--- src/rtl/disp_addr_pkg.sv ---
package disp_addr_pkg;
  // Classification of what the step stage did in a cycle.
  typedef enum logic [1:0] {
    STEP_NONE = 2'd0,
    STEP_PLAIN = 2'd1,
    STEP_FOLD = 2'd2
  } step_kind_e;
endpackage

--- src/rtl/dag_tick_decode.sv ---
module dag_tick_decode #(
  parameter int HCNT_W   = 10,
  parameter int H_ACTIVE = 640,
  parameter int STEP     = 8
) (
  input  logic [HCNT_W-1:0] h_count,
  input  logic              col40,
  output logic              in_active,
  output logic              tick
);
  localparam int PH_W = $clog2(STEP);
  localparam int HP_W = PH_W + 1;

  function automatic logic cell_edge(input logic [HP_W-1:0] low, input logic half_rate);
    if (half_rate) cell_edge = (low == HP_W'(STEP));
    else           cell_edge = (low[PH_W-1:0] == '0);
  endfunction

  assign in_active = (h_count < HCNT_W'(H_ACTIVE));
  assign tick      = in_active && cell_edge(h_count[HP_W-1:0], col40);
endmodule

--- src/rtl/dag_addr_next.sv ---
module dag_addr_next
  import disp_addr_pkg::*;
#(
  parameter int ADDR_W = 15,
  parameter int KEEP_W = 11,
  parameter int STEP   = 8
) (
  input  logic [ADDR_W-1:0] row_q,
  input  logic [ADDR_W-1:0] byte_q,
  input  logic              ld_frame,
  input  logic              hsync,
  input  logic              row_end,
  input  logic              tick,
  input  logic [ADDR_W-1:0] screen_base,
  input  logic [ADDR_W-1:0] mode_base,
  output logic [ADDR_W-1:0] row_d,
  output logic [ADDR_W-1:0] byte_d,
  output step_kind_e        kind
);
  localparam int TOP_W = ADDR_W - KEEP_W;

  function automatic logic [ADDR_W-1:0] bump(input logic [ADDR_W-1:0] a);
    bump = a + ADDR_W'(STEP);
  endfunction

  function automatic logic upper_empty(input logic [ADDR_W-1:0] a);
    upper_empty = (a[ADDR_W-1:KEEP_W] == '0);
  endfunction

  function automatic logic [ADDR_W-1:0] fold(input logic [ADDR_W-1:0] a,
                                             input logic [ADDR_W-1:0] base);
    fold = base | {{TOP_W{1'b0}}, a[KEEP_W-1:0]};
  endfunction

  logic [ADDR_W-1:0] row_s1, byte_s1, row_s2, byte_s2, stepped;

  always_comb begin
    // stage 1: frame load
    row_s1  = ld_frame ? screen_base : row_q;
    byte_s1 = ld_frame ? screen_base : byte_q;
    // stage 2: sync copy / reload
    row_s2  = row_s1;
    byte_s2 = byte_s1;
    if (hsync) begin
      if (row_end) row_s2  = byte_s1;
      else         byte_s2 = row_s1;
    end
    // stage 3: cell step with fold
    stepped = bump(byte_s2);
    kind    = STEP_NONE;
    byte_d  = byte_s2;
    if (tick) begin
      if (upper_empty(stepped)) begin
        byte_d = fold(stepped, mode_base);
        kind   = STEP_FOLD;
      end else begin
        byte_d = stepped;
        kind   = STEP_PLAIN;
      end
    end
    row_d = row_s2;
  end
endmodule

--- src/rtl/disp_addr_gen.sv ---
module disp_addr_gen
  import disp_addr_pkg::*;
#(
  parameter int ADDR_W    = 15,
  parameter int KEEP_W    = 11,
  parameter int STEP      = 8,
  parameter int HCNT_W    = 10,
  parameter int H_ACTIVE  = 640,
  parameter int H_RST_POS = 648
) (
  input  logic              clk,
  input  logic              rst,
  input  logic [HCNT_W-1:0] h_count,
  input  logic              hsync,
  input  logic              v_last,
  input  logic              row_end,
  input  logic              col40,
  input  logic [ADDR_W-1:0] screen_base,
  input  logic [ADDR_W-1:0] mode_base,
  output logic [ADDR_W-1:0] addr
);
  logic [ADDR_W-1:0] row_q, byte_q, row_d, byte_d;
  logic              in_active, tick, ld_frame, wrap_hit;
  step_kind_e        kind;

  assign ld_frame = v_last && (h_count == HCNT_W'(H_RST_POS));

  dag_tick_decode #(.HCNT_W(HCNT_W), .H_ACTIVE(H_ACTIVE), .STEP(STEP)) u_tick (
    .h_count(h_count), .col40(col40), .in_active(in_active), .tick(tick)
  );

  dag_addr_next #(.ADDR_W(ADDR_W), .KEEP_W(KEEP_W), .STEP(STEP)) u_next (
    .row_q(row_q), .byte_q(byte_q), .ld_frame(ld_frame), .hsync(hsync),
    .row_end(row_end), .tick(tick), .screen_base(screen_base),
    .mode_base(mode_base), .row_d(row_d), .byte_d(byte_d), .kind(kind)
  );

  assign wrap_hit = (kind == STEP_FOLD);

  always_ff @(posedge clk) begin
    if (rst) begin
      row_q  <= '0;
      byte_q <= '0;
    end else begin
      row_q  <= row_d;
      byte_q <= byte_d;
    end
  end

  assign addr = byte_q;
endmodule

--- config.mk ---
export PLATFORM = sky130hd
export DESIGN_NAME = disp_addr_gen
export DESIGN_NICKNAME = d
export VERILOG_FILES = /design/src/rtl/disp_addr_pkg.sv /design/src/rtl/dag_tick_decode.sv /design/src/rtl/dag_addr_next.sv /design/src/rtl/disp_addr_gen.sv
export SDC_FILE = /design/constraint.sdc
export NUM_CORES = 1
export LEC_CHECK = 0
export BUFFER_PORTS_ARGS = -buffer_cell sky130_fd_sc_hd__buf_2
export CAP_MARGIN = 20
export CORE_AREA = 3 3 88 56
export DETAILED_ROUTE_END_ITERATION = 8
export DIE_AREA = 0 0 91 59
export GPL_TIMING_DRIVEN = 0
export PLACE_DENSITY = 0.81
export SETUP_SLACK_MARGIN = 0.3
export SLEW_MARGIN = 10
export SYNTH_ARGS = -nofsm -noshare
export SYNTH_HDL_FRONTEND = slang
export SYNTH_SLANG_ARGS = --single-unit
--- constraint.sdc ---
create_clock -name clk -period 6.1 [get_ports clk]
set_input_delay 0.61 -clock clk [delete_from_list [all_inputs] [get_ports clk]]
set_output_delay 0.61 -clock clk [all_outputs]
set_load 0.05 [all_outputs]
==> reports/metrics.yaml <==
clock_tree:
  holdBufCountCts: 0
  cts-root-buf: "clkbuf_8"
  clk_path_buf_depth: 2
  cts.clk_slew.worst_paths_ns: 0.07
  worstSkewPairLatency_ns: 0.29
  h-tree-depth: 2
  cts_tree: "yes"
  numCtsBuffers: 5
  clkSinkCount: 30
  postCtsSetupBuffers: 0
  post_cts_resized: 0
synth:
  ys_warn_count: 0
  yosysSeqAreaShare: 0.2789
  syn_area_per_cell_um2: 7.555
  yosys_register_bits: 30
  syn_nets: 332
  ys_types: 49
  syn-instance-count: 285
  synth_area_um2: 2153
power_and_ir_drop:
  power_uw: 535.3
  intPower_uw: 399.7
  p_seq_frac: 0.380
  leakage_nw: 1.035
  p_clk_frac: 0.481
  p_per_area_nw_per_um2: 201.5
  p_sw_frac: 0.2534
  switching_power_uw: 135.7
  pwr-share-comb: 0.139
  ir_worst_vdd_mv: 0.1353
setup_path:
  worstPathArrival_ns: 5.06
  required_ns: 6.28
  worstSetupStartpointType: "input port"
  path_cells: "buf_2 > or4b_4 > or3_1 > buf_2 > buf_2 > clkbuf_1 > a31oi_1 > ha_1 > nand3_1 > nor4_1 > a31oi_1 > or3_1 > buf_2 > or3_4 > a2111o_1 > a311oi_1"
  endpoint_kind: "register"
  critPathMaxStageDelay_ns: 0.53
  worstPathMaxFanout: 10
  critPathMostFrequentCell: "buf_2"
  path_class: "in -> reg"
  crit_slowest_cell: "or4b_4"
global_route:
  grt_antenna_before_repair: 0
  use_met3: 0.1053
  grt_pass1_wl_um: 11670
  grtUsageMet2: 0.3902
  grt_util_met1: 0.3994
  grt_max_degree: 11
  overflow: 0
  busiest_layer: "met1"
  grtUsageTotal: 0.2778
  grt_pass1_vias: 2313
routing:
  num_vias: 2580
  wl_per_cell_um: 18.12
  final_antenna_net_count: 0
  avgViaCountPerCell: 6.293
  route.detailed.drc: 0
  detail_route.iter0.violations: 322
  drt_wl_total_um: 7431
  first_pass_iters: 5
place:
  place.gp.congestion: 1.013
  port_buffers: 57
  hpwl_um: 5554
sta:
  rsz0062_at_grt: "no"
  clock_skew_ns: 0.009190
  hold_viol_final: 0
  max_freq_ghz: 0.2048
  setup_viol: 0
  period_needed_ns: 4.884
  fin_crit_sh: 0.8006
  tns_ns: 0
  report.final.slew_viol_count: 0
  worstMarginPinSlew_ns: 0.7030
  slew_headroom: 0.5270
floorplan:
  core.rowCount: 18
  dieArea_um2: 5369
  initial_core_util: 0.5196
  die_w_um: 91
  coreArea_um2: 4144
  pin_count: 61
  fp.dieH_um: 59
worst_hold_path:
  hp-class: "reg -> reg"
layout:
  final_common_cell: "buf_2"
  syn2layout_area_growth_pct: 23.36
  nNetsFinal: 396
  antenna_cells: 0
  drive_gt1_frac: 0.2686
  final_cell_mix: "buf_2, nand2_1, dfxtp_1"
  utilization: 0.6410
run:
  drv_cap: 0
status:
  status: "complete, no violations"
stage by stage:
step	instance area, um^2	cells	setup WS (ns)	hold slack, ns
after global placement	2514	402	1.074	0.4692
final	2656	410	1.216	0.4947
after floorplan	2153	285	1.675	0.4549
after detailed placement	2514	402	1.049	0.4871
after global routing	2656	410	0.9770	0.5282
after CTS	2656	410	1.322	0.4971
layout make-up:
| type | count | area (um^2) |
|---|---|---|
| buffer | 25 | 106.4 |
| clock buffer | 6 | 82.58 |
| clock inverter | 2 | 60.06 |
| fill | 393 | 1488 |
| inverter | 2 | 7.507 |
| multi-input combinational | 228 | 1439 |
| sequential | 30 | 600.6 |
| tap | 60 | 75.07 |
| timing repair buffer | 57 | 285.3 |
Yosys cell counts, drive strengths merged:
| cell | n | share of area |
|---|---|---|
| a31o | 10 | 0.041 |
| a21oi | 8 | 0.020 |
| xnor2 | 6 | 0.024 |
| o21ba | 1 | 0.0046 |
| or4b | 1 | 0.0064 |
| o22ai | 2 | 0.0058 |
| a21o | 1 | 0.0035 |
| nand2 | 53 | 0.092 |
| o21a | 1 | 0.0035 |
| nand3b | 1 | 0.0035 |
| o31a | 1 | 0.0041 |
| clkbuf | 19 | 0.033 |
| nor2 | 27 | 0.047 |
| a311oi | 17 | 0.069 |
| or2 | 2 | 0.0058 |
| nand4b | 1 | 0.0041 |
| dfxtp | 30 | 0.28 |
| a32o | 1 | 0.0046 |
| nor3 | 6 | 0.014 |
| o21ai | 3 | 0.0070 |
| nand2b | 1 | 0.0029 |
| buf | 6 | 0.016 |
| and3 | 1 | 0.0029 |
| ha | 1 | 0.0058 |
| and4 | 1 | 0.0041 |
| nor4 | 14 | 0.055 |
| nand3 | 19 | 0.044 |
| a31oi | 16 | 0.056 |
| a41o | 7 | 0.033 |
| nor2b | 1 | 0.0029 |
| a21boi | 1 | 0.0035 |
| mux2i | 6 | 0.028 |
| or3 | 4 | 0.014 |
| nand4 | 3 | 0.0087 |
| mux2 | 4 | 0.021 |
| a221oi | 1 | 0.0041 |
| o21bai | 1 | 0.0035 |
| a2111o | 1 | 0.0052 |
| inv | 2 | 0.0035 |
| o311a | 1 | 0.0046 |
| and2 | 3 | 0.0087 |
power groups by stage:
stage / clock network [mW] / logic (mW) / registers, mW
final: 0.258 / 0.0744 / 0.203
after global routing: 0.264 / 0.0796 / 0.204
after CTS: 0.257 / 0.0728 / 0.203
after detailed placement: 0 / 0.0724 / 0.208
after global placement: 0 / 0.0714 / 0.207
after floorplan: 0 / 0.0330 / 0.216
registers in the layout, summed over array words and instances (netlist names):
name and cells:
addr 15, row_q 15
cells by family after synthesis:
logic type               after synthesis  synth area share
AO/OA/AOI/OAI                         73            0.2731
XOR/XNOR                               6           0.02440
adder cells (fa/ha/maj)                1          0.005810
buffers and inverters                 27           0.05288
flip-flops                            30            0.2789
multiplexers                          10           0.04881
AND/OR/NAND/NOR                      138            0.3161
routing by layer:
layer / up-vias / share of wire
met2: 176 / 0.40
met4: 0 / 0.021
met3: 23 / 0.15
met5: - / 0
met1: 1173 / 0.43
li1: 1208 / -
final timing paths:
path / startpoint / endpoint / slack [ns] / depth (start not counted)
max reg2reg: addr[3] / addr[12] / 2.74 / 11
max: h_count[6] / addr[12] / 1.22 / 16
min: row_q[12] / row_q[12] / 0.49 / 2
min reg2reg: row_q[12] / row_q[12] / 0.49 / 2
worst max-delay path, delay by kind of cell:
kind | cells | cell delay (ns)
buffers and inverters | 5 | 0.95
AOI/OAI and AO/OA | 4 | 1.16
adders and majority gates | 1 | 0.31
and+or+nand+nor | 6 | 2.03
(Power assumes the default switching activity.)
